File: src/rtl/lps_pkg.sv
package lps_pkg;

  typedef enum logic [2:0] {
    MD_STANDBY = 3'd0,
    MD_ACTIVE  = 3'd1,
    MD_PSAVE   = 3'd2,
    MD_DPD     = 3'd3,
    MD_RECOVER = 3'd4
  } lps_mode_t;

  // saturating step of a quiet-time counter
  function automatic int unsigned sat_step(int unsigned cur, int unsigned lim);
    return (cur >= lim) ? lim : cur + 1;
  endfunction

  // last cycle of a window of len cycles counted from zero
  function automatic bit window_last(int unsigned cur, int unsigned len);
    return cur == len - 1;
  endfunction

endpackage

File: src/rtl/lps_activity.sv
module lps_activity #(
  parameter int AW          = 4,
  parameter int IDLE_CYCLES = 6
) (
  input  logic          clk,
  input  logic          rst_n,
  input  logic          pd_n,
  input  logic [AW-1:0] addr,
  input  logic          ce_n,
  input  logic          oe_n,
  input  logic          we_n,
  output logic          act,
  output logic          idle_full,
  output logic          armed
);
  import lps_pkg::*;

  localparam int CW = $clog2(IDLE_CYCLES + 1);

  logic [AW-1:0] addr_q;
  logic          ce_q, oe_q, we_q;
  logic          primed;
  logic          ce_edge;
  logic [CW-1:0] idle_cnt;

  // first sampled cycle only loads the history; no edge is seen then
  assign ce_edge = primed && (ce_n != ce_q);
  assign act     = primed && ((addr != addr_q) || (ce_n != ce_q) ||
                              (oe_n != oe_q) || (we_n != we_q));
  assign idle_full = (int'(idle_cnt) == IDLE_CYCLES);

  always_ff @(posedge clk or negedge rst_n) begin
    if (!rst_n) begin
      addr_q <= '0;
      ce_q   <= 1'b1;
      oe_q   <= 1'b1;
      we_q   <= 1'b1;
      primed <= 1'b0;
    end else begin
      addr_q <= addr;
      ce_q   <= ce_n;
      oe_q   <= oe_n;
      we_q   <= we_n;
      primed <= 1'b1;
    end
  end

  always_ff @(posedge clk or negedge rst_n) begin
    if (!rst_n)               idle_cnt <= '0;
    else if (!primed || act)  idle_cnt <= '0;
    else                      idle_cnt <= CW'(sat_step(int'(idle_cnt), IDLE_CYCLES));
  end

  always_ff @(posedge clk or negedge rst_n) begin
    if (!rst_n)        armed <= 1'b0;
    else if (!pd_n)    armed <= 1'b0;
    else if (ce_edge)  armed <= 1'b1;
  end

  // a sampled change always restarts the quiet count
  a_r1_restart: assert property (@(posedge clk) disable iff (!rst_n)
    act |=> (idle_cnt == '0));

  // arming is lost on deep power-down
  a_r2_disarm: assert property (@(posedge clk) disable iff (!rst_n)
    !pd_n |=> !armed);

endmodule

File: src/rtl/lps_recovery.sv
module lps_recovery #(
  parameter int RECOV_CYCLES = 5
) (
  input  logic clk,
  input  logic rst_n,
  input  logic start,
  input  logic running,
  output logic done
);
  import lps_pkg::*;

  localparam int RW = (RECOV_CYCLES < 2) ? 1 : $clog2(RECOV_CYCLES);

  logic [RW-1:0] rcnt;

  assign done = running && window_last(int'(rcnt), RECOV_CYCLES);

  always_ff @(posedge clk or negedge rst_n) begin
    if (!rst_n)                rcnt <= '0;
    else if (start)            rcnt <= '0;
    else if (running && !done) rcnt <= rcnt + 1'b1;
  end

  // the window counter never runs past its length
  a_r9_bound: assert property (@(posedge clk) disable iff (!rst_n)
    running |-> (int'(rcnt) < RECOV_CYCLES));

endmodule

File: src/rtl/lps_datahold.sv
module lps_datahold #(
  parameter int DW = 8
) (
  input  logic          clk,
  input  logic          rst_n,
  input  logic          clr,
  input  logic          load,
  input  logic          holding,
  input  logic [DW-1:0] rd_data,
  output logic [DW-1:0] dq_out
);

  always_ff @(posedge clk or negedge rst_n) begin
    if (!rst_n)     dq_out <= '0;
    else if (clr)   dq_out <= '0;
    else if (load)  dq_out <= rd_data;
  end

  // held word does not move while power-save persists
  a_r3_hold: assert property (@(posedge clk) disable iff (!rst_n)
    (holding && $past(holding)) |-> $stable(dq_out));

endmodule

File: src/rtl/lps_supervisor.sv
module lps_supervisor #(
  parameter int AW           = 4,
  parameter int DW           = 8,
  parameter int IDLE_CYCLES  = 6,
  parameter int RECOV_CYCLES = 5
) (
  input  logic          clk,
  input  logic          rst_n,
  input  logic          pd_n,
  input  logic          ce_n,
  input  logic          oe_n,
  input  logic          we_n,
  input  logic [AW-1:0] addr,
  input  logic [DW-1:0] rd_data,
  input  logic          op_start,
  input  logic          op_done,
  output logic [DW-1:0] dq_out,
  output logic          dq_oe,
  output logic          cmd_accept,
  output logic [2:0]    mode,
  output logic          wsm_clear,
  output logic          op_busy,
  output logic          result_invalid
);
  import lps_pkg::*;

  lps_mode_t mode_q, mode_d, op_mode;
  logic act, idle_full, armed;
  logic rec_start, rec_run, rec_done;
  logic rd_cond, in_psave, in_off, latch_en;
  logic busy_q, inval_q;

  lps_activity #(.AW(AW), .IDLE_CYCLES(IDLE_CYCLES)) u_act (
    .clk(clk), .rst_n(rst_n), .pd_n(pd_n), .addr(addr),
    .ce_n(ce_n), .oe_n(oe_n), .we_n(we_n),
    .act(act), .idle_full(idle_full), .armed(armed)
  );

  assign rec_start = (mode_q == MD_DPD) && pd_n;
  assign rec_run   = (mode_q == MD_RECOVER);

  lps_recovery #(.RECOV_CYCLES(RECOV_CYCLES)) u_rec (
    .clk(clk), .rst_n(rst_n), .start(rec_start),
    .running(rec_run), .done(rec_done)
  );

  assign in_psave = (mode_q == MD_PSAVE);
  assign in_off   = (mode_q == MD_DPD) || (mode_q == MD_RECOVER);
  assign rd_cond  = !ce_n && !oe_n && we_n;

  // operating mode once power-down and recovery are out of the way
  always_comb begin
    if (ce_n)                            op_mode = busy_q ? MD_ACTIVE : MD_STANDBY;
    else if (in_psave && !act)           op_mode = MD_PSAVE;
    else if (armed && !busy_q && !act && idle_full) op_mode = MD_PSAVE;
    else                                 op_mode = MD_ACTIVE;
  end

  always_comb begin
    if (!pd_n) mode_d = MD_DPD;
    else begin
      case (mode_q)
        MD_DPD:     mode_d = MD_RECOVER;
        MD_RECOVER: mode_d = rec_done ? op_mode : MD_RECOVER;
        default:    mode_d = op_mode;
      endcase
    end
  end

  always_ff @(posedge clk or negedge rst_n) begin
    if (!rst_n) mode_q <= MD_STANDBY;
    else        mode_q <= mode_d;
  end

  assign latch_en = rd_cond && (mode_d == MD_ACTIVE);

  lps_datahold #(.DW(DW)) u_hold (
    .clk(clk), .rst_n(rst_n), .clr(!pd_n), .load(latch_en),
    .holding(in_psave), .rd_data(rd_data), .dq_out(dq_out)
  );

  assign dq_oe      = rd_cond && ((mode_q == MD_ACTIVE) || in_psave);
  assign cmd_accept = !ce_n && !we_n && !in_off;

  always_ff @(posedge clk or negedge rst_n) begin
    if (!rst_n)                       busy_q <= 1'b0;
    else if (!pd_n)                   busy_q <= 1'b0;
    else if (op_done)                 busy_q <= 1'b0;
    else if (op_start && cmd_accept)  busy_q <= 1'b1;
  end

  always_ff @(posedge clk or negedge rst_n) begin
    if (!rst_n)                  inval_q <= 1'b0;
    else if (!pd_n && busy_q)    inval_q <= 1'b1;
    else if (op_done && busy_q)  inval_q <= 1'b0;
  end

  assign mode           = mode_q;
  assign wsm_clear      = (mode_q == MD_DPD);
  assign op_busy        = busy_q;
  assign result_invalid = inval_q;

  // power-save is only reached from a full quiet count
  a_r1_needs_quiet: assert property (@(posedge clk) disable iff (!rst_n)
    $rose(in_psave) |-> $past(idle_full));

  // power-save requires arming
  a_r2_needs_arm: assert property (@(posedge clk) disable iff (!rst_n)
    in_psave |-> armed);

  // chip enable high means outputs off
  a_r5_hiz: assert property (@(posedge clk) disable iff (!rst_n)
    ce_n |-> !dq_oe);

  // a busy operation keeps the device out of standby
  a_r6_busy_active: assert property (@(posedge clk) disable iff (!rst_n)
    (busy_q && pd_n) |=> (mode_q != MD_STANDBY));

  // power-down request clears the write machine next cycle
  a_r7_clear: assert property (@(posedge clk) disable iff (!rst_n)
    !pd_n |=> (wsm_clear && !busy_q));

  // abort marks the result invalid
  a_r8_abort: assert property (@(posedge clk) disable iff (!rst_n)
    (!pd_n && busy_q) |=> inval_q);

  // no command accepted while off or recovering
  a_r9_no_cmd: assert property (@(posedge clk) disable iff (!rst_n)
    in_off |-> !cmd_accept);

endmodule

File: config.mk
export PLATFORM = sky130hd
export DESIGN_NAME = lps_supervisor
export DESIGN_NICKNAME = d
export VERILOG_FILES = /design/src/rtl/lps_pkg.sv /design/src/rtl/lps_activity.sv /design/src/rtl/lps_recovery.sv /design/src/rtl/lps_datahold.sv /design/src/rtl/lps_supervisor.sv
export SDC_FILE = /design/constraint.sdc
export NUM_CORES = 1
export LEC_CHECK = 0
export BUFFER_PORTS_ARGS = -buffer_cell sky130_fd_sc_hd__buf_2
export CORE_MARGIN = 10
export CORE_UTILIZATION = 44
export DETAILED_ROUTE_END_ITERATION = 10
export PLACE_DENSITY_LB_ADDON = 0.1
export SETUP_SLACK_MARGIN = 0.15
export SYNTH_ARGS = -nofsm -noshare
export SYNTH_HDL_FRONTEND = slang
export SYNTH_SLANG_ARGS = --single-unit
File: constraint.sdc
create_clock -name clk -period 1.64 [get_ports clk]
set_input_delay 0.164 -clock clk [delete_from_list [all_inputs] [get_ports clk]]
set_output_delay 0.164 -clock clk [all_outputs]
set_load 0.1 [all_outputs]
==> Word level (Yosys, flattened, before mapping) <==
Index checks and enable logic that the tools add are counted.
{ "classes": {"add_sub_neg": 2, "order_cmp": 1, "n_eq_ne": 14, "mux": 20, "reduce_logical": 35} }
{ "ops": {"columns": ["operator", "count"], "rows": [
  ["$mux W3", 8],
  ["$logic_and A1 B1 Y1", 18],
  ["$mux W8", 2],
  ["$eq A3 B2 Y1 const B", 3],
  ["$logic_not A1 Y1", 9],
  ["$mux W1", 8],
  ["$add A3 B1 Y3 const B", 2],
  ["$eq A3 B1 Y1 const B", 2],
  ["$eq A3 B3 Y1 const B", 2],
  ["$logic_or A1 B1 Y1", 6],
  ["$pmux W3 S2", 1],
  ["$ne A2 B1 Y1 const B", 2],
  ["$ne A4 B4 Y1", 1],
  ["$reduce_bool A2 Y1", 2],
  ["$ge A3 B3 Y1 const B", 1],
  ["$ne A1 B1 Y1", 3],
  ["$ne A3 B1 Y1 const B", 1],
  ["$mux W2", 1]
]} }
{ "totals": {"register_bits": 28, "inputBits": 20, "out_inout_bits": 16, "wordCells": 84} }

==> Depth between registers and ports, before layout <==
Gate-level depths: netlist of run 1.
{ "logic_depth": {"word_depth": 18, "ltp_mapped": 6} }

==> By module <==
A second synthesis of run 1 with hierarchy kept.
{ "unflattened": {"hier_cells": 114, "area_unflattened_um2": 1332.5} }
{ "by_module_without_submodules": {"columns": ["module", "instances", "cells_each", "area_per_inst_um2"], "rows": [
  ["lps_activity", 1, 36, 483.0],
  ["lps_datahold", 1, 26, 325.3],
  ["lps_supervisor", 1, 34, 317.8],
  ["lps_recovery", 1, 18, 206.4]
]} }

==> Worst setup path before layout of run 1 <==
Ideal clock, no wire load.
{ "synth_path": {"path_kind": "register to register", "startpoint": "register mode_q[2], in the netlist mode[2]", "endpoint": "register busy_q, in the netlist op_busy", "t_arrival_ns": 5.427, "t_required_ns": 1.543, "path_slack_ns": -3.883, "path_stages_with_launch": 6, "path_buffers": 0, "period_less_slack_ns": 5.523, "path_cell_list": "dfrtp_1 > nand3b_1 > inv_2 > a2111oi_1 > a21oi_1 > nor3_1"} }
{ "synth_via": {"elab_chain_cells": 6, "word_cells_on_any_way": 7, "cone_classes": "eq/ne: 3; reduce/logical: 4"} }
{ "synth_rtl": {"columns": ["element", "line_no", "source"], "rows": [
  ["start: declaration", "lps_supervisor.sv:27", "lps_mode_t mode_q, mode_d, op_mode;"],
  ["start signal: assignment", "lps_supervisor.sv:72", "else mode_q <= mode_d;"],
  ["$eq A3 B2 Y1", null, null],
  ["named net wsm_clear", "lps_supervisor.sv:21", "output logic wsm_clear,"],
  ["$logic_or A1 B1 Y1", "lps_supervisor.sv:48", "assign in_off = (mode_q == MD_DPD) || (mode_q == MD_RECOVER);"],
  ["$logic_not A1 Y1", "lps_supervisor.sv:83", "assign cmd_accept = !ce_n && !we_n && !in_off;"],
  ["$logic_and A1 B1 Y1", "lps_supervisor.sv:83", null],
  ["named net cmd_accept", "lps_supervisor.sv:19", "output logic cmd_accept,"],
  ["$logic_and A1 B1 Y1", "lps_supervisor.sv:89", "else if (op_start && cmd_accept) busy_q <= 1'b1;"],
  ["$ne A3 B1 Y1 (no source line)", null, null],
  ["end signal: assignment", "lps_supervisor.sv:86", "if (!rst_n) busy_q <= 1'b0;"],
  ["end signal: assignment", "lps_supervisor.sv:88", "else if (op_done) busy_q <= 1'b0;"],
  ["end signal: assignment", "lps_supervisor.sv:89", null],
  ["end: declaration", "lps_supervisor.sv:31", "logic busy_q, inval_q;"]
]} }
The timed path passes the listed nets, and every way through them passes these cells.
A chain may end at the register's enable or synchronous reset.

==> Worst setup path in the final report of run 1 <==
{ "layout_path": {"startpoint": "register mode_q[2], in the netlist mode[2]", "endpoint": "output port cmd_accept"} }
{ "layout_via": {"elab_chain_cells": 4, "word_cells_on_any_way": 5, "cone_classes": "eq/ne: 2; reduce/logical: 3"} }
{ "layout_rtl": {"columns": ["element", "line_no"], "rows": [
  ["$eq A3 B2 Y1 or $eq A3 B3 Y1 (tied branches)", "lps_supervisor.sv:48"],
  ["$logic_or A1 B1 Y1 (*)", "lps_supervisor.sv:48"],
  ["$logic_not A1 Y1 (*)", "lps_supervisor.sv:83"],
  ["$logic_and A1 B1 Y1 (*)", "lps_supervisor.sv:83"],
  ["end: declaration", "lps_supervisor.sv:19"]
]} }
Mark *: on every way between the ends. The rest lies on a longest branch, timed or not.

==> results by group, run 1 <==
Clock network
  • Clock sinks: 28
  • H-tree depth: 1
  • Clk buf depth: 2
  • CTS tree: yes
  • Clock Latency Late Sink: 0.33 ns
  • CTS Buf Count: 3
  • Worst-path clk slew: 0.15 ns
  • Root buffer cell: clkbuf_4

Floorplanning
  • Boundary Pins: 36
  • Site row count: 19
  • Die Wd: 74.1 um
  • Core Box Area: 2780 um2
  • Initial Util: 0.464
  • Die H: 74.1 um
  • Die Area: 5500 um2

Cells and area
  • # fillers: 206
  • # diodes: 0
  • Final net count: 210
  • Share of layout cells above drive strength 1: 0.438
  • Final Cell Area: 1960 um2
  • Layout area overhead: 52.2%

Synthesis
  • FFs w/ async S/R, synth: 1.00
  • Seq/Total Area, Yosys: 0.546
  • Count leader, synth: dfrtp_1
  • Xor/xnor share of the synthesized area: 0.0679
  • Top post-synthesis cells by area: dfrtp_1 (48%), mux2i_1 (6.2%), dfstp_2 (6.1%)
  • Gate Count Post-Synth: 118
  • Synthesis Warnings: 0
  • Synth Area per Inst: 10.9 um2
  • Yosys top cell area share: 0.485
  • Synth Cell Area: 1290 um2
  • Synth cell count leaders: dfrtp_1 (25), nand2_1 (20), mux2i_1 (8), xor2_1 (8), nor2_1 (7)
  • Main combinational cell family by area after synthesis: simple AND/OR/NAND/NOR gates
  • Post-Synth Simple-Gate Area: 0.150
  • Number of flops mapped to enable cells by yosys: 0
  • Post-synthesis adder-cell area fraction: 0.0388
  • Mux contribution to synthesized area: 0.0621
  • Cell variety after synth: 28
  • Top_reg_cell synth: dfrtp_1
  • Complex-gate fraction of the synthesized area: 0.109
  • Synthesis-stage register bit count: 28
  • Synth Net Count: 142
  • Post-synth top area cell: dfrtp_1

Placed design
  • I/O Buffers: 35
  • Placed cell area: 1750 um2
  • Detailed placement HPWL: 2460 um
  • GP Congestion: 0.765

Setup path
  • Crit path capture type: output pin
  • WP data required: 1.48 ns
  • CP Max Fanout: 3
  • Setup Crit Path Kind: reg2out
  • Worst Setup Start Kind: flip-flop
  • Critical Path AT: 1.74 ns
  • Reg2reg setup slack: -0.19 ns

Power and ir drop
  • Peak supply drop: 0.000681 V
  • Sw Pwr: 554 uW
  • Clock power share: 0.212
  • P_int: 1.05 mW
  • Switch share: 0.346
  • Combinational group share of total power: 0.315
  • Power per cell area: 815 nW/um2
  • Tot Pwr: 1.60 mW
  • Flop pwr share: 0.473
  • Pleak: 0.934 nW

Route
  • WL/cell: 15.2 um
  • Vias per cell: 5.04
  • Final ANT Viol Nets: 0
  • Drt pass-1 iters: 4
  • Detailed Route WL: 3280 um
  • Vias: 1089
  • Post-route DRC: 0
  • Initial DRC Count: 42

Timing
  • Fmax: 526 MHz
  • Final hold violations: 0
  • Post-route setup TNS: -1.62 ns
  • Minimum clock period: 1.90 ns
  • Setup ws final: -0.260 ns
  • Max_slew headroom: 0.593
  • Worst-margin pin slew: 0.610 ns
  • Tcrit/Tclk final: 1.16
  • Final slew viol count: 0
  • Skew final: 0.00256 ns
  • # setup viols final: 10
  • Unrepaired setup endpoints after global routing: yes

GRT
  • GR Util All Layers: 0.127
  • Pin count of the biggest net entering global routing: 29
  • Grt total ovfl: 0
  • GRT met3 Usage: 0.0452
  • Number of global-route vias before repair: 1222
  • Gr busiest metal: met2
  • Grt met1 use: 0.150
  • Global-route wire length before repair: 5540 um
  • Grt met2 use: 0.213
  • Initial antenna violation count: 0

Status
  • Violated checks: setup timing
  • Outcome: finished, violations left

Worst hold path
  • Path category of the worst min-delay check: in2reg

Flow run
  • Max-cap violations: 0
-- cell usage in the layout, fill, tap and decap left out, types with 2 or more instances in the layout --
cell,netlist,layout
xor2_2,0,3
a21oi_1,6,5
buf_4,0,19
nand2b_1,2,2
xor2_1,8,5
buf_2,0,28
dfrtp_4,0,3
nor2_1,7,6
nor3_1,2,2
o31ai_1,2,2
inv_1,5,5
buf_12,0,4
nand4b_1,2,2
buf_6,0,4
clkbuf_4,0,6
mux2i_1,8,8
dfstp_2,3,3
nand2_1,20,19
o21ai_0,3,2
dlygate4sd3_1,0,7
dfrtp_1,25,22
ha_1,4,4
nand3_1,5,5
-- sequential cells by signal (all words and copies together), names as in the netlist, 3 cells and up --
name	cells
u_hold.dq_out	8
u_act.addr_q	4
mode	3
u_act.idle_cnt	3
u_rec.rcnt	3
-- through the flow --
| step | utilization | hold WS [ns] | setup WS (ns) | instances |
|---|---|---|---|---|
| 6_report | 0.706 | 0.0565 | -0.260 | 216 |
| 3_3_place_gp | 0.630 | 0.210 | -0.0364 | 202 |
| 2_1_floorplan | - | -0.132 | -0.923 | 118 |
| 3_5_place_dp | 0.630 | 0.214 | -0.108 | 202 |
| 4_1_cts | 0.695 | 0.0508 | -0.261 | 216 |
| 5_1_grt | 0.706 | 0.0444 | -0.329 | 216 |
-- layout make-up --
class	count	area [um2]	area share
timing repair buffer	65	500	0.255
multi-input combinational	82	644	0.328
clock buffer	4	36.3	0.0185
sequential	28	716	0.365
inverter	6	27.5	0.0140
tap	31	38.8	0.0198
-- worst max-delay path, cell delays in order, from the launching register on --
cell and delay (ns):
dfrtp_4 0.51, and2b_1 0.19, buf_6 0.12, a2111oi_4 0.36
buf_12 0.23
-- worst paths after layout --
| kind | startpoint | end | cells after the start |
|---|---|---|---|
| min in group asynchronous | rst_n | u_act.idle_cnt[2] | 2 |
| min reg2reg | result_invalid | result_invalid | 1 |
| min | rd_data[2] | u_hold.dq_out[2] | 3 |
| max | mode[2] | cmd_accept | 4 |
| max reg2reg | mode[2] | u_hold.dq_out[7] | 6 |
| max in group asynchronous | rst_n | mode[2] | 2 |
-- timing repair --
item,CTS,global route
gates resized for setup,9,10
buffers inserted,3,0
endpoints found under the hold margin,31,0
cloned,0,0
pin swaps,6,5
hold buffers,7,0
endpoints found under the setup margin,15,23
-- per-layer routing --
layer	wire, um	part of all wire	vias up
met4	27	0.0082	0
met3	229	0.070	3
li1	-	-	535
met2	1660	0.51	28
met5	0	0	-
met1	1360	0.41	523
-- logic make-up after synthesis --
group / after synthesis
and+or+nand+nor: 42
DFF: 28
AOI/OAI and AO/OA: 17
xor gates and xnor gates: 10
muxes: 8
buffers and inverters: 8
adders and majority gates: 4
other: 1
-- power groups by stage --
stage	Combinational (mW)	Clock [mW]	Sequential, mW
2_1_floorplan	0.147	0	0.908
3_3_place_gp	0.453	0	0.766
3_5_place_dp	0.461	0	0.768
4_1_cts	0.496	0.347	0.757
5_1_grt	0.536	0.377	0.761
6_report	0.504	0.339	0.757
(Power assumes the default switching activity.)
==> run 2: changes to the inputs <==
Settings changed: BUFFER_PORTS_ARGS -buffer_cell sky130_fd_sc_hd__buf_2 to -buffer_cell sky130_fd_sc_hd__buf_4, CORE_UTILIZATION 44 to 45, REMOVE_ABC_BUFFERS set to 1.
==> run 2 against run 1 <==
Net effect: the run still ends with setup timing left; final area rose by 4.8%; critical endpoint unchanged; die area fell by 1.6%; clock power rose by 32%; register-to-register slack barely moved; first-iteration DRC count rose by 100%; hold slack improved by 0.020 ns; worst setup slack improved by 0.060 ns; global-route usage fell by 0.22 points; via count rose by 3.8%; total power rose by 8.1%; sequential cell count did not move; wire length rose by 3.1%.
==> results by group, run 2 (same netlist as run 1, synthesis figures left out) <==
Floorplanning
  • Site row count: 19 (unchanged)
  • Die H: 73.5 um (was 74.1 um)
  • Core Box Area: 2760 um2 (was 2780 um2)
  • Initial Util: 0.468 (was 0.464)
  • Boundary Pins: 36 (unchanged)
  • Die Area: 5410 um2 (was 5500 um2)
  • Die Wd: 73.5 um (was 74.1 um)

Setup path
  • Crit path capture type: output pin (unchanged)
  • Reg-to-Reg Start: mode[2] (unchanged)
  • CP Max Fanout: 4 (was 3)
  • WP data required: 1.48 ns (about the same)
  • Worst Setup Start Kind: flip-flop (unchanged)
  • CP cell instances: nand3b_1 -> inv_2 -> a2111oi_4 -> buf_4 -> buf_12 (was and2b_1 -> buf_6 -> a2111oi_4 -> buf_12)
  • Critical R2R Capture: u_hold.dq_out[5] (was u_hold.dq_out[7])
  • Worst Reg2Reg Path Length in Cells: 6 (unchanged)
  • Critical-path top delay cell: dfrtp_1 (was dfrtp_4)
  • Setup Crit Path Kind: reg2out (unchanged)
  • Critical Path AT: 1.68 ns (was 1.74 ns)
  • Setup crit end: cmd_accept (unchanged)
  • CP Launch Point: mode[2] (unchanged)
  • Reg2reg setup slack: -0.19 ns (about the same)
  • Max incr delay on CP: 0.44 ns (was 0.51 ns)

Power and ir drop
  • Peak supply drop: 0.000738 V (was 0.000681 V)
  • Flop pwr share: 0.438 (was 0.473)
  • Pleak: 0.978 nW (was 0.934 nW)
  • Clock power share: 0.259 (was 0.212)
  • Combinational group share of total power: 0.303 (was 0.315)
  • Switch share: 0.320 (was 0.346)
  • Sw Pwr: 553 uW (was 554 uW)
  • P_int: 1.18 mW (was 1.05 mW)
  • Power per cell area: 840 nW/um2 (was 815 nW/um2)

Clock network
  • CTS Buf Count: 3 (unchanged)
  • Worst-path clk slew: 0.15 ns (about the same)
  • H-tree depth: 1 (unchanged)
  • Clock Latency Late Sink: 0.32 ns (was 0.33 ns)
  • CTS tree: yes (unchanged)
  • Root buffer cell: clkbuf_4 (unchanged)
  • Clk buf depth: 2 (unchanged)
  • Clock sinks: 28 (unchanged)

Placed design
  • GP Congestion: 0.826 (was 0.765)
  • # placed instances: 199 (was 202)
  • I/O Buffers: 35 (unchanged)
  • Detailed placement HPWL: 2330 um (was 2460 um)

Worst hold path
  • Hold Crit Start: rd_data[6] (was rd_data[2])
  • Path category of the worst min-delay check: in2reg (unchanged)
  • WHS Path Cells: 3 (unchanged)

GRT
  • Pin count of the biggest net entering global routing: 29 (unchanged)
  • Number of global-route vias before repair: 1202 (was 1222)
  • Global-route wire length before repair: 5440 um (was 5540 um)
  • Initial antenna violation count: 0 (unchanged)
  • GR Util All Layers: 0.124 (was 0.127)
  • Grt total ovfl: 0 (unchanged)

Cells and area
  • # diodes: 0 (unchanged)
  • Largest regs: u_hold.dq_out: 8 flops, u_act.addr_q: 4 flops (unchanged)
  • Commonest non-fill, non-tap cells in the layout: buf_4 (53), dfrtp_1 (25), nand2_1 (19), mux2i_1 (8), dlygate4sd3_1 (8) (was buf_2 (28), dfrtp_1 (22), nand2_1 (19), buf_4 (19), mux2i_1 (8))
  • Share of layout cells above drive strength 1: 0.450 (was 0.438)
  • Final net count: 214 (was 210)
  • Layout area overhead: 59.6% (was 52.2%)
  • Post-layout util: 0.746 (was 0.706)
  • Non-filler cells in the finished layout: 220 (was 216)
  • Top reg by flops: u_hold.dq_out (unchanged)
  • Commonest non-fill, non-tap cell in the layout: buf_4 (was buf_2)
  • Largest register FFs: 8 (unchanged)

Route
  • Initial DRC Count: 85 (was 42)
  • Detailed Route WL: 3380 um (was 3280 um)
  • Final ANT Viol Nets: 0 (unchanged)
  • Post-route DRC: 0 (unchanged)
  • Vias: 1130 (was 1089)
  • Vias per cell: 5.14 (was 5.04)
  • WL/cell: 15.4 um (was 15.2 um)
  • Drt pass-1 iters: 4 (unchanged)

Timing
  • Final slew viol count: 0 (unchanged)
  • Final hold violations: 0 (unchanged)
  • Minimum clock period: 1.84 ns (was 1.90 ns)
  • Final hold slack: 0.0768 ns (was 0.0565 ns)
  • Unrepaired setup endpoints after global routing: yes (unchanged)
  • Fmax: 543 MHz (was 526 MHz)
  • Max_slew headroom: 0.613 (was 0.593)
  • Skew final: 0.00164 ns (was 0.00256 ns)
  • Setup ws final: -0.201 ns (was -0.260 ns)
  • # setup viols final: 11 (was 10)
  • Worst-margin pin slew: 0.576 ns (was 0.610 ns)
  • Tcrit/Tclk final: 1.12 (was 1.16)
  • Post-route setup TNS: -1.73 ns (was -1.62 ns)

Flow run
  • Max-cap violations: 0 (unchanged)

Status
  • Outcome: finished, violations left (unchanged)
  • Violated checks: setup timing (unchanged)
==> run 2: cell count changes in the layout (fill, tap and decap cells not counted), moves of 2 or more <==
cell,delta
dfrtp_1,+3
nand3_2,+2
clkbuf_4,-3
nand3_1,-2
buf_12,-2
dfrtp_4,-3
buf_4,+34
buf_2,-28
buf_6,+2
==> run 2: critical path, delay by kind of cell, from the launching register on <==
kind	cells	cell delay, ns
buffers and inverters	3	0.43
AO/OA/AOI/OAI	1	0.32
flip-flops	1	0.44
AND/OR/NAND/NOR	1	0.17
==> run 2: power by group through the flow <==
stage / clock network (mW) / logic [mW] / registers (mW)
2_1_floorplan: 0 / 0.132 / 0.903
3_3_place_gp: 0 / 0.440 / 0.766
3_5_place_dp: 0 / 0.447 / 0.767
4_1_cts: 0.460 / 0.507 / 0.758
5_1_grt: 0.488 / 0.555 / 0.762
6_report: 0.447 / 0.524 / 0.758
==> run 2: cell type report <==
| type | count | area, um2 |
|---|---|---|
| Sequential cell | 28 | 704 |
| Tap cell | 31 | 38.8 |
| Clock buffer | 3 | 22.5 |
| Timing Repair Buffer | 69 | 586 |
| Clock inverter | 1 | 30.0 |
| Fill cell | 200 | 699 |
| Inverter | 6 | 22.5 |
| Multi-Input combinational cell | 82 | 654 |
==> run 2: timing repair <==
action                                 4_1_cts  5_1_grt
gates cloned                                 0        0
setup endpoints to repair                   13       18
gates resized for setup                     14       12
setup buffers                                5        4
endpoints found under the hold margin       32        0
pin swaps                                    6       11
hold buffers                                 8        0
==> run 2: worst min-delay path by stage <==
stage	to	slack, ns
after global placement	u_act.addr_q[2]	0.1
after floorplan	mode[0]	-0.13
final	u_hold.dq_out[6]	0.08
after CTS	u_hold.dq_out[0]	0.07
after detailed placement	u_act.addr_q[1]	0.10
after global routing	u_hold.dq_out[5]	0.07
==> run 2: metrics by stage <==
step / instance area [um2] / power [mW] / setup WS [ns]
after detailed placement: 1720 / 1.21 / -0.112
after global routing: 2060 / 1.81 / -0.292
after global placement: 1720 / 1.21 / -0.0716
after CTS: 1980 / 1.72 / -0.196
final: 2060 / 1.73 / -0.201
after floorplan: 1280 / 1.04 / -3.88
==> run 2: layer usage <==
metal / GRT usage / routed length, um / share of wire / vias up
li1: - / - / - / 543
met1: 0.159 / 1440 / 0.43 / 559
met2: 0.201 / 1750 / 0.52 / 26
met3: 0.0269 / 175 / 0.052 / 2
met4: 0.0435 / 19 / 0.0056 / 0
met5: 0 / 0 / 0 / -
==> run 3: changes to the inputs <==
Settings changed: CTS_BUF_LIST set to sky130_fd_sc_hd__clkbuf_8.
==> run 3 against run 2 <==
Net effect: the run still ends with setup timing left; maximum frequency increased by 5.7%; sequential power about the same; highest routed layer unchanged; worst setup slack gained 0.099 ns; critical path type unchanged; largest power group unchanged; first-iteration DRC count is 55% lower.
==> results by group, run 3 (same netlist as run 1, synthesis figures left out) <==
Setup path
  • Reg2reg setup slack: -0.08 ns (was -0.19 ns)
  • Worst Reg2Reg Path Length in Cells: 5 (was 6)
  • CP Max Fanout: 4 (unchanged)
  • WP data required: 1.48 ns (about the same)
  • Setup Crit Path Kind: reg2out (unchanged)
  • Crit path capture type: output pin (unchanged)
  • Critical Path AT: 1.58 ns (was 1.68 ns)
  • Reg-to-Reg Start: mode[0] (was mode[2])
  • Critical R2R Capture: u_hold.dq_out[5] (unchanged)
  • Worst Setup Start Kind: flip-flop (unchanged)

GRT
  • Global-route wire length before repair: 5190 um (was 5440 um)
  • Pin count of the biggest net entering global routing: 29 (unchanged)
  • GR Util All Layers: 0.119 (was 0.124)
  • Grt total ovfl: 0 (unchanged)
  • Number of global-route vias before repair: 1130 (was 1202)
  • Initial antenna violation count: 0 (unchanged)

Timing
  • Setup ws final: -0.102 ns (was -0.201 ns)
  • Final slew viol count: 0 (unchanged)
  • Minimum clock period: 1.74 ns (was 1.84 ns)
  • Tcrit/Tclk final: 1.06 (was 1.12)
  • Final hold violations: 0 (unchanged)
  • # setup viols final: 13 (was 11)
  • Unrepaired setup endpoints after global routing: yes (unchanged)
  • Skew final: 0.00103 ns (was 0.00164 ns)
  • Fmax: 574 MHz (was 543 MHz)
  • Final hold slack: 0.0101 ns (was 0.0768 ns)

Cells and area
  • Layout area overhead: 58.0% (was 59.6%)
  • Area of the multi-input gates: 661 um2 (was 654 um2)
  • FF+latch area: 704 um2 (unchanged)
  • # diodes: 0 (unchanged)
  • Share of layout cells above drive strength 1: 0.467 (was 0.450)
  • Largest register FFs: 8 (unchanged)
  • Top reg by flops: u_hold.dq_out (unchanged)
  • Final net count: 209 (was 214)
  • Commonest non-fill, non-tap cells in the layout: buf_4 (54), dfrtp_1 (25), nand2_1 (20), mux2i_1 (8), nor2_1 (7) (was buf_4 (53), dfrtp_1 (25), nand2_1 (19), mux2i_1 (8), dlygate4sd3_1 (8))
  • Final Cell Area: 2040 um2 (was 2060 um2)
  • Commonest non-fill, non-tap cell in the layout: buf_4 (unchanged)
  • Largest regs: u_hold.dq_out: 8 flops, u_act.addr_q: 4 flops (unchanged)
  • # fillers: 194 (was 200)

Route
  • Final ANT Viol Nets: 0 (unchanged)
  • Vias per cell: 5.05 (was 5.14)
  • Initial DRC Count: 38 (was 85)
  • Drt pass-1 iters: 4 (unchanged)
  • Detailed Route WL: 3400 um (was 3380 um)
  • WL/cell: 15.8 um (was 15.4 um)
  • Post-route DRC: 0 (unchanged)
  • Vias: 1086 (was 1130)

Worst hold path
  • Path category of the worst min-delay check: in2reg (unchanged)
  • Hold Crit Start: addr[3] (was rd_data[6])
  • WHS Path Cells: 1 (was 3)
  • Hold EP: u_act.addr_q[3] (was u_hold.dq_out[6])

Power and ir drop
  • Clock power share: 0.293 (was 0.259)
  • Combinational group share of total power: 0.291 (was 0.303)
  • Sw Pwr: 564 uW (was 553 uW)
  • Pleak: 0.965 nW (was 0.978 nW)
  • Peak supply drop: 0.000636 V (was 0.000738 V)
  • Flop pwr share: 0.416 (was 0.438)
  • Power per cell area: 897 nW/um2 (was 840 nW/um2)
  • P_int: 1.26 mW (was 1.18 mW)
  • Switch share: 0.309 (was 0.320)

Clock network
  • H-tree depth: 1 (unchanged)
  • CTS Buf Count: 3 (unchanged)
  • Worst-path clk slew: 0.09 ns (was 0.15 ns)
  • Clock sinks: 28 (unchanged)
  • Clk buf depth: 2 (unchanged)
  • Clock Latency Late Sink: 0.27 ns (was 0.32 ns)
  • CTS tree: yes (unchanged)
  • Root buffer cell: clkbuf_8 (was clkbuf_4)

Floorplanning
  • Initial Util: 0.468 (unchanged)
  • Die Wd: 73.5 um (unchanged)
  • Core Box Area: 2760 um2 (unchanged)
  • Die H: 73.5 um (unchanged)
  • Die Area: 5410 um2 (unchanged)
  • Boundary Pins: 36 (unchanged)
  • Site row count: 19 (unchanged)

Placed design
  • I/O Buffers: 35 (unchanged)
  • Placed cell area: 1720 um2 (unchanged)
  • Detailed placement HPWL: 2330 um (unchanged)
  • GP Congestion: 0.826 (unchanged)

Status
  • Violated checks: setup timing (unchanged)
  • Outcome: finished, violations left (unchanged)

Flow run
  • Max-cap violations: 0 (unchanged)
[run 3: cell count changes in the layout (fill, tap and decap cells not counted), sizes merged]
cell | previous run | this run
dlygate4sd3 | 8 | 3
[run 3: through the flow]
stage / util / setup slack [ns] / power (mW) / instances / setup TNS, ns
CTS: 0.698 / -0.115 / 1.80 / 209 / -0.689
finish: 0.739 / -0.102 / 1.83 / 215 / -0.809
global placement: 0.625 / -0.0716 / 1.21 / 199 / -0.558
detailed placement: 0.625 / -0.112 / 1.21 / 199 / -0.797
global route: 0.739 / -0.206 / 1.90 / 215 / -2.01
floorplan: - / -3.88 / 1.04 / 116 / -18.68
[run 3: per-layer routing]
| metal | global-route usage | up-vias | share of wire |
|---|---|---|---|
| met5 | 0 | - | 0 |
| met4 | 0.0435 | 0 | 0.012 |
| met3 | 0.0296 | 4 | 0.047 |
| met2 | 0.196 | 24 | 0.52 |
| met1 | 0.146 | 527 | 0.42 |
| li1 | - | 531 | - |
[run 3: worst max-delay path by stage]
stage / end / depth (start not counted) / startpoint / slack (ns)
final: cmd_accept / 4 / mode[0] / -0.10
after global routing: dq_oe / 5 / mode[0] / -0.21
after CTS: dq_oe / 5 / mode[0] / -0.12
after detailed placement: u_hold.dq_out[1] / 6 / u_act.ce_q / -0.11
after global placement: u_hold.dq_out[3] / 6 / u_act.ce_q / -0.07
after floorplan: op_busy / 5 / mode[2] / -3.88
[run 3: layout make-up]
class / count / share of cell area
Clock inverter: 1 / 0.0147
Clock buffer: 3 / 0.0203
Tap cell: 31 / 0.0190
Inverter: 6 / 0.0110
Multi-Input combinational cell: 82 / 0.324
Sequential cell: 28 / 0.346
Timing Repair Buffer: 64 / 0.265
[run 3: what timing repair did]
item / CTS / global route
hold buffers: 3 / 0
pin swaps: 10 / 5
hold endpoints to repair: 27 / 0
buffers inserted: 3 / 6
resized for setup: 16 / 13
endpoints found under the setup margin: 12 / 17
[run 3: power by group through the flow]
stage / Clock [mW] / Combinational, mW / Sequential [mW]
final: 0.535 / 0.532 / 0.760
after global routing: 0.573 / 0.563 / 0.765
after CTS: 0.551 / 0.492 / 0.757
after detailed placement: 0 / 0.447 / 0.767
after global placement: 0 / 0.440 / 0.766
after floorplan: 0 / 0.132 / 0.903
[run 3: worst max-delay path: stages (launching register included)]
cell and delay, ns:
dfrtp_1 0.42, and2b_2 0.28, a2111oi_4 0.28, buf_4 0.17
buf_12 0.16
